`config.mk`:
```
export PLATFORM = sky130hd
export DESIGN_NAME = bmdma_regfile
export DESIGN_NICKNAME = d
export VERILOG_FILES = /design/src/rtl/bmdma_pkg.sv /design/src/rtl/bmdma_chan.sv /design/src/rtl/bmdma_rdmux.sv /design/src/rtl/bmdma_regfile.sv
export SDC_FILE = /design/constraint.sdc
export NUM_CORES = 1
export LEC_CHECK = 0
export BUFFER_PORTS_ARGS = -buffer_cell sky130_fd_sc_hd__buf_4
export CAP_MARGIN = 5
export CORE_MARGIN = 2
export CORE_UTILIZATION = 61
export CTS_CLUSTER_SIZE = 25
export DETAILED_ROUTE_END_ITERATION = 7
export PLACE_DENSITY = 0.89
export SLEW_MARGIN = 10
export SYNTH_ARGS = -nofsm -noshare
export SYNTH_HDL_FRONTEND = slang
export SYNTH_SLANG_ARGS = --single-unit
```
`constraint.sdc`:
```
create_clock -name clk -period 6.1 [get_ports clk]
set_input_delay 0.61 -clock clk [delete_from_list [all_inputs] [get_ports clk]]
set_output_delay 0.61 -clock clk [all_outputs]
set_load 0.02 [all_outputs]
```
`src/rtl/bmdma_pkg.sv`:
```
package bmdma_pkg;
  localparam int SS_BIT  = 0;
  localparam int DIR_BIT = 3;
  localparam int ACT_BIT = 0;
  localparam int ERR_BIT = 1;
  localparam int IRQ_BIT = 2;
  localparam logic [7:0] STS_RST = 8'h60;
  localparam logic [2:0] OFS_CMD = 3'd0;
  localparam logic [2:0] OFS_STS = 3'd2;
  localparam logic [2:0] OFS_PTR = 3'd4;
  typedef enum logic [1:0] {
    SZ_BYTE = 2'd0,
    SZ_HALF = 2'd1,
    SZ_WORD = 2'd2,
    SZ_BAD  = 2'd3
  } acc_size_e;
endpackage

```
`src/rtl/bmdma_chan.sv`:
```
module bmdma_chan
  import bmdma_pkg::*;
(
  input  logic        clk,
  input  logic        rst,
  input  logic        cmd_we,
  input  logic        sts_we,
  input  logic        ptr_we,
  input  logic [7:0]  wbyte,
  input  logic [29:0] wptr,
  input  logic        done,
  output logic [7:0]  cmd_q,
  output logic [7:0]  sts_q,
  output logic [31:0] ptr_q,
  output logic        start_p,
  output logic        abort_p
);
  logic [7:0] cmd_d, sts_d;
  logic       go, halt;

  assign go   = cmd_we & ~cmd_q[SS_BIT] &  wbyte[SS_BIT];
  assign halt = cmd_we &  cmd_q[SS_BIT] & ~wbyte[SS_BIT];

  always_comb begin
    cmd_d = cmd_q;
    sts_d = sts_q;
    if (cmd_we) begin
      cmd_d = wbyte;
      if (cmd_q[SS_BIT]) cmd_d[DIR_BIT] = cmd_q[DIR_BIT];
    end
    if (sts_we) begin
      sts_d[7:3]     = wbyte[7:3];
      sts_d[ERR_BIT] = sts_q[ERR_BIT] & ~wbyte[ERR_BIT];
      sts_d[IRQ_BIT] = sts_q[IRQ_BIT] & ~wbyte[IRQ_BIT];
    end
    if (go)   sts_d[ACT_BIT] = 1'b1;
    if (halt) sts_d[ACT_BIT] = 1'b0;
    if (done) begin
      cmd_d[SS_BIT]  = 1'b0;
      sts_d[ACT_BIT] = 1'b0;
      sts_d[IRQ_BIT] = 1'b1;
    end
  end

  always_ff @(posedge clk) begin
    if (rst) begin
      cmd_q   <= '0;
      sts_q   <= STS_RST;
      ptr_q   <= '0;
      start_p <= 1'b0;
      abort_p <= 1'b0;
    end else begin
      cmd_q   <= cmd_d;
      sts_q   <= sts_d;
      start_p <= go & ~done;
      abort_p <= halt & ~done;
      if (ptr_we) ptr_q <= {wptr, 2'b00};
    end
  end
endmodule

```
`src/rtl/bmdma_rdmux.sv`:
```
module bmdma_rdmux
  import bmdma_pkg::*;
#(
  parameter int NCH = 2,
  parameter int AW  = 4
) (
  input  logic                  clk,
  input  logic                  rst,
  input  logic                  rd_en,
  input  logic [AW-1:0]         addr,
  input  logic [1:0]            size,
  input  logic [NCH-1:0][7:0]   cmd_bus,
  input  logic [NCH-1:0][7:0]   sts_bus,
  input  logic [NCH-1:0][31:0]  ptr_bus,
  output logic [31:0]           rdata
);
  localparam int NB = NCH * 8;

  logic [7:0]  win [NB];
  logic [31:0] rd_next;
  int          nbytes;

  for (genvar c = 0; c < NCH; c++) begin : g_ch
    for (genvar b = 0; b < 8; b++) begin : g_byte
      if (b == int'(OFS_CMD)) begin : g_cmd
        assign win[c*8+b] = cmd_bus[c];
      end else if (b == int'(OFS_STS)) begin : g_sts
        assign win[c*8+b] = sts_bus[c];
      end else if (b >= int'(OFS_PTR)) begin : g_ptr
        assign win[c*8+b] = ptr_bus[c][(b-int'(OFS_PTR))*8 +: 8];
      end else begin : g_rsv
        assign win[c*8+b] = 8'h00;
      end
    end
  end

  always_comb begin
    case (acc_size_e'(size))
      SZ_BYTE: nbytes = 1;
      SZ_HALF: nbytes = 2;
      SZ_WORD: nbytes = 4;
      default: nbytes = 0;
    endcase
    rd_next = '0;
    for (int k = 0; k < 4; k++) begin
      if (k < nbytes && (int'(addr) + k) < NB)
        rd_next[k*8 +: 8] = win[int'(addr) + k];
    end
  end

  always_ff @(posedge clk) begin
    if (rst)        rdata <= '0;
    else if (rd_en) rdata <= rd_next;
  end
endmodule

```
`src/rtl/bmdma_regfile.sv`:
```
module bmdma_regfile
  import bmdma_pkg::*;
#(
  parameter int NCH = 2,
  parameter int DPC = 2,
  localparam int AW = $clog2(NCH * 8)
) (
  input  logic              clk,
  input  logic              rst,
  input  logic              io_en,
  input  logic              bm_en,
  input  logic              reg_wr,
  input  logic              reg_rd,
  input  logic [AW-1:0]     reg_addr,
  input  logic [1:0]        reg_size,
  input  logic [31:0]       reg_wdata,
  output logic [31:0]       reg_rdata,
  output logic              size_err,
  input  logic [NCH*DPC-1:0] done_evt,
  output logic [NCH-1:0]    dma_start,
  output logic [NCH-1:0]    dma_abort,
  output logic [NCH*32-1:0] dma_ptr
);
  logic [NCH-1:0][7:0]  cmd_bus;
  logic [NCH-1:0][7:0]  sts_bus;
  logic [NCH-1:0][31:0] ptr_bus;

  acc_size_e     sz;
  logic          wacc, is_byte, is_word, bad_wr;
  logic [2:0]    lo;
  logic [AW-4:0] chsel;

  assign sz      = acc_size_e'(reg_size);
  assign wacc    = reg_wr & io_en & bm_en;
  assign lo      = reg_addr[2:0];
  assign chsel   = reg_addr[AW-1:3];
  assign is_byte = (sz == SZ_BYTE);
  assign is_word = (sz == SZ_WORD);
  assign bad_wr  = wacc & ((((lo == OFS_CMD) || (lo == OFS_STS)) && !is_byte) ||
                           (lo[2] && !((lo == OFS_PTR) && is_word)));

  for (genvar c = 0; c < NCH; c++) begin : g_chan
    logic hit;
    assign hit = wacc & (int'(chsel) == c);

    bmdma_chan u_chan (
      .clk     (clk),
      .rst     (rst),
      .cmd_we  (hit & (lo == OFS_CMD) & is_byte),
      .sts_we  (hit & (lo == OFS_STS) & is_byte),
      .ptr_we  (hit & (lo == OFS_PTR) & is_word),
      .wbyte   (reg_wdata[7:0]),
      .wptr    (reg_wdata[31:2]),
      .done    (|done_evt[c*DPC +: DPC]),
      .cmd_q   (cmd_bus[c]),
      .sts_q   (sts_bus[c]),
      .ptr_q   (ptr_bus[c]),
      .start_p (dma_start[c]),
      .abort_p (dma_abort[c])
    );

    assign dma_ptr[c*32 +: 32] = ptr_bus[c];
  end

  always_ff @(posedge clk) begin
    if (rst) size_err <= 1'b0;
    else     size_err <= bad_wr;
  end

  bmdma_rdmux #(.NCH(NCH), .AW(AW)) u_rdmux (
    .clk     (clk),
    .rst     (rst),
    .rd_en   (reg_rd & io_en),
    .addr    (reg_addr),
    .size    (reg_size),
    .cmd_bus (cmd_bus),
    .sts_bus (sts_bus),
    .ptr_bus (ptr_bus),
    .rdata   (reg_rdata)
  );
endmodule

```
==> results of run 1 <==
==> flip-flops by register name, indices dropped and copies added (netlist names) <==
name and flops:
g_chan.u_chan.sts_q 16, g_chan.u_chan.start_p 2, u_rdmux.rdata 32, g_chan.u_chan.abort_p 2
size_err 1, g_chan.u_chan.ptr_q 60, g_chan.u_chan.cmd_q 16
==> kinds of logic (layout without fill, tap and decap cells) <==
logic type | count (synthesis) | count (layout) | share of synthesized area [%]
AOI/OAI and AO/OA | 181 | 181 | 15.0
xor gates and xnor gates | 6 | 6 | 0.869
adders and majority gates | 10 | 10 | 1.61
buffers and inverters | 74 | 188 | 5.34
DFF | 129 | 129 | 33.2
muxes | 140 | 140 | 28.8
other | 1 | 4 | 0.0482
and+or+nand+nor | 264 | 264 | 15.1
==> worst reg2reg max path: cells and delay by family (launching register included) <==
| family | cells | cell delay, ns |
|---|---|---|
| AO/OA/AOI/OAI | 1 | 0.30 |
| multiplexers | 2 | 0.80 |
| flip-flops | 1 | 0.37 |
==> layer usage <==
metal	wire length, µm	GRT usage [%]	vias to the layer above
li1	-	-	3191
met1	9090	50.6	3473
met2	10600	52.4	588
met3	3220	8.14	79
met4	781	14.8	0
met5	0	0	-
==> cells in the final DEF, fill, tap and decap left out, types with 8 or more instances in the layout <==
cell and instances:
o21ai_0 22, mux4_2 62, dfxtp_1 129, and2_1 10
a211oi_1 10, nand3_1 10, nor3_1 11, ha_1 9
a221o_1 14, nor2b_1 8, nand2_1 166, buf_4 152
nor2_1 27, mux2_2 25, o221ai_1 11, a21oi_1 86
clkbuf_16 17, mux2i_1 51, a22oi_1 9
==> power by group through the flow <==
stage	logic [mW]	clock network, mW	registers [mW]
after detailed placement	0.208	0	0.868
after global placement	0.205	0	0.868
final	0.213	1.03	0.850
after floorplan	0.151	0	0.870
after global routing	0.227	1.07	0.850
after CTS	0.209	1.03	0.850
==> final cells by class <==
| type | count | area [µm²] | area share (%) |
|---|---|---|---|
| clock buffers | 20 | 467 | 4.99 |
| clock inverters | 12 | 131 | 1.40 |
| inverters | 4 | 15.0 | 0.161 |
| multi-input cells | 605 | 4800 | 51.3 |
| flip-flops and latches | 129 | 2580 | 27.6 |
| well taps | 172 | 215 | 2.30 |
| repair buffers | 152 | 1140 | 12.2 |
==> metrics by stage <==
stage / hold WS, ns / instances / setup slack [ns]
after CTS: 0.383 / 1094 / 2.24
after global placement: 0.446 / 1062 / 1.93
final: 0.393 / 1094 / 2.22
after global routing: 0.397 / 1094 / 1.93
after detailed placement: 0.454 / 1062 / 1.83
after floorplan: 0.457 / 808 / 3.19
==> worst max-delay path by stage <==
stage / startpoint / end / slack [ns]
2_1_floorplan: reg_addr[0] / u_rdmux.rdata[11] / 3.19
3_3_place_gp: reg_addr[0] / u_rdmux.rdata[13] / 1.93
3_5_place_dp: reg_addr[0] / u_rdmux.rdata[13] / 1.83
4_1_cts: reg_addr[0] / u_rdmux.rdata[13] / 2.24
5_1_grt: reg_addr[0] / u_rdmux.rdata[13] / 1.93
6_report: reg_addr[0] / u_rdmux.rdata[13] / 2.22
==> results.toml, run 1 <==
[final_layout]
design_area_mm2 = 0.00935
nets = 967
utilization_pct = 74.7
drive_gt1_share_pct = 31.2
nFillCells = 868
syn_to_final_growth_pct = 20.3
diodes = 0

[clock_network]
cts_tree = "done"
hold_buffers = 0
h-tree-depth = 4
clock-root-buffer = "clkbuf_16"
cts_sinks = 129
cts_resized = 0
clk-insertion-delay-late_ns = 0.43
cts_buffer_depth = 2
post_cts_buffers = 0
clkTransAtPathRegs_ns = 0.06
numCtsBuffers = 17

[sta]
timing.final.crit_share_pct = 63.6
tightest_slew_ns = 1.15
tns_ns = 0
fmax_mhz = 258
maxSlewViolCount = 0
post-route-min-period_ns = 3.88
rsz0062_at_grt = "no"
clock_skew_ns = 0.00641
setup_viol_count_final = 0
slew_headroom_pct = 23.6
hold_viol = 0

[floorplan]
die_height_um = 117
core-area_mm2 = 0.0125
die_w_um = 117
start_util_pct = 62.1
die_area_mm2 = 0.0137
ios = 149
row_count = 41

[setup_path]
worst-path-max-fanout = 74
worstPathArrival_ns = 4.19
path_cells = "buf_4 > inv_1 > ha_2 > buf_4 > mux4_2 > mux2_2 > a221o_1"
crit_top_cell = "buf_4"
crit_cells = 7
startpoint_type = "primary input"
slowest_delay_ns = 0.90
worstSetupPathType = "in -> reg"
worstReg2RegStart = "g_chan[0].u_chan.ptr_q[21]"
worst-path-buf-inv = 3
crit_family = "buffers and inverters"
cp-end-kind = "register"
r2r_end = "u_rdmux.rdata[13]"
cp.required_ns = 6.41
ff2ff_path_depth = 3
slowest_stage = "ha_2"
rrSetupSlack_ns = 4.51

[detailed_routing]
viasPerCell = 6.70
via_count = 7331
drc = 0
wire_per_inst_um = 21.7
ant_nets = 0
drtIter0Drc = 998
routed_wl_mm = 23.7
drtPass1Iterations = 6

[global_routing]
grt_pass1_wl_mm = 36.9
grt_overflow = 0
grt_pass1_vias = 6634
grt_antenna_before_repair = 0
grtUsageTotal_pct = 35.5
grt_max_degree = 97

[hold_path]
hp-start = "reg_wdata[1]"
min_path_cells = 2
min_to = "g_chan[0].u_chan.sts_q[1]"
hold_path.class = "in -> reg"

[placement]
dp_hpwl_mm = 16.1
gp_congestion = 0.929
numPortBuffers = 144
placed_area_mm2 = 0.00875

[power_and_ir_drop]
finalPower_mw = 2.09
ir_worst_vdd_v = 0.000199
p_sw_mw = 0.524
clockPowerShare_pct = 49.2
p_int_mw = 1.57
pwr-share-seq_pct = 40.6
p_per_area_mw_per_mm2 = 224
p_leak_nw = 3.51
sw_frac_of_total_pct = 25.1
combPwrFrac_pct = 10.2

[logic_synthesis]
synth_cell_types = 58
yosys_warnings = 0
synthTopCellsByCount = "nand2_1, dfxtp_1, a21oi_1, mux4_2, mux2i_1"
postSynthCellCount = 805
postSynthAreaPerCell_um2 = 9.66
yosysSeqAreaShare_pct = 33.2
synth-edff-count = 0
synth_most_common_cell = "nand2_1"
synth_top_area_cell = "dfxtp_1"
ys.flop_type = "dfxtp_1"
yosysTopAreaCellShare_pct = 33.2
async_flop_share_pct = 0
syn-cell-area_mm2 = 0.00777
synth_seq_cells = 129
synth.top_cells.by_area = "dfxtp_1, mux4_2, nand2_1"

[status]
status = "finished clean"

[job]
drv_cap = 0
No activity file was read; power rests on OpenSTA's default activity.
==> run 2, diff against run 1 <==
Settings changed: CORE_UTILIZATION 61 to 51, PLACE_DENSITY 0.89 to 0.79.
Clock period 6.1 ns to 3.5 ns, I/O delays scaled along.
==> results.toml, run 2 (synthesis gave the netlist of run 1 again) <==
[status]
status = "finished clean"

[final_layout]
layout_common_cells = "nand2_1, buf_4, dfxtp_1, a21oi_1, mux4_2"
diodes = 0
top_register = "g_chan.u_chan.ptr_q"
layout_commonest_cell = "nand2_1"
largest_register_ffs = 60
syn_to_final_growth_pct = 21.3
fin_cells = 1118
drive_gt1_share_pct = 31.6
nFillCells = 1228
largest_registers = "g_chan.u_chan.ptr_q x60, u_rdmux.rdata x32"
nets = 975
design_area_mm2 = 0.00943

[sta]
clock_skew_ns = 0.00795
fin_ws_ns = 1.14
rsz0062_at_grt = "no"
maxSlewViolCount = 0
slew_headroom_pct = 25.8
tightest_slew_ns = 1.11
tns_ns = 0
timing.final.crit_share_pct = 67.4
post-route-min-period_ns = 2.36
hold_viol = 0
setup_viol_count_final = 0
fmax_mhz = 424

[detailed_routing]
drtPass1Iterations = 6
routed_wl_mm = 23.4
via_count = 7041
drtIter0Drc = 905
viasPerCell = 6.30
ant_nets = 0
wire_per_inst_um = 21.0
drc = 0

[placement]
gp_congestion = 0.923
pre_cts_slack_ns = 0.680
placed_area_mm2 = 0.00883
placed_cells = 1086
dp_hpwl_mm = 16.7
numPortBuffers = 144

[global_routing]
grt_pass1_vias = 6422
grt_overflow = 0
grt_pass1_wl_mm = 36.6
grtUsageTotal_pct = 29.1
grt_max_degree = 74
grt_antenna_before_repair = 0

[setup_path]
r2r_end = "u_rdmux.rdata[13]"
cp.required_ns = 3.81
worstPathArrival_ns = 2.67
startpoint_type = "primary input"
worstReg2RegStart = "g_chan[0].u_chan.ptr_q[21]"
crit_end = "u_rdmux.rdata[8]"
ff2ff_path_depth = 3
rrSetupSlack_ns = 1.93
cp-end-kind = "register"
worstSetupPathType = "in -> reg"
critPathLaunch = "reg_addr[0]"
worst-path-max-fanout = 25

[clock_network]
clk-insertion-delay-late_ns = 0.43
cts_resized = 0
hold_buffers = 0
numCtsBuffers = 17
cts_sinks = 129
cts_buffer_depth = 2
post_cts_buffers = 0
clock-root-buffer = "clkbuf_16"
cts_tree = "done"
clkTransAtPathRegs_ns = 0.06
h-tree-depth = 4

[floorplan]
row_count = 45
die_height_um = 127
ios = 149
die_area_mm2 = 0.0162
start_util_pct = 51.7
core-area_mm2 = 0.0150
die_w_um = 127

[job]
drv_cap = 0

[power_and_ir_drop]
p_per_area_mw_per_mm2 = 387
ir_worst_vdd_v = 0.000326
p_leak_nw = 3.54

[hold_path]
hold_path.class = "in -> reg"
run 2: routing by layer:
metal  track usage [%]  routed length (µm)
met2              41.1               10200
met1              43.5               10100
met4              10.7                 584
met5                 0                   0
met3              6.49                2520
run 2: worst min-delay path by stage:
| stage | startpoint | endpoint | cells past startpoint |
|---|---|---|---|
| 5_1_grt | reg_wdata[1] | g_chan[1].u_chan.sts_q[1] | 2 |
| 6_report | reg_wdata[1] | g_chan[1].u_chan.sts_q[1] | 2 |
| 3_3_place_gp | u_rdmux.rdata[6] | u_rdmux.rdata[6] | 2 |
| 3_5_place_dp | u_rdmux.rdata[5] | u_rdmux.rdata[5] | 2 |
| 2_1_floorplan | reg_wdata[0] | g_chan[0].u_chan.abort_p | 1 |
| 4_1_cts | reg_wdata[1] | g_chan[1].u_chan.sts_q[1] | 2 |
run 2: worst max-delay path, stage by stage:
cell     delay, ns
buf_4         0.08
inv_1         0.10
ha_2          0.83
buf_4         0.42
mux4_2        0.54
a221o_1       0.35
run 2: cell type report:
type	count	area [µm²]	area share (%)
sequential	129	2580	27.4
clock inverter	9	105	1.11
timing repair buffer	160	1200	12.7
inverter	4	15.0	0.159
multi-input combinational	605	4800	50.9
tap	188	235	2.50
clock buffer	23	488	5.18
run 2: report_power, final:
| group | switching, mW | internal (mW) |
|---|---|---|
| Sequential | 0.00708 | 1.47 |
| Clock | 0.671 | 1.12 |
| Combinational | 0.219 | 0.159 |
| Total | 0.896 | 2.75 |
run 2: through the flow:
step,utilization (%),hold WS [ns],power [mW]
floorplan,-,0.426,1.78
global placement,58.8,0.458,1.88
detailed placement,58.8,0.454,1.89
CTS,62.7,0.120,3.64
global route,62.7,0.121,3.75
finish,62.7,0.129,3.65
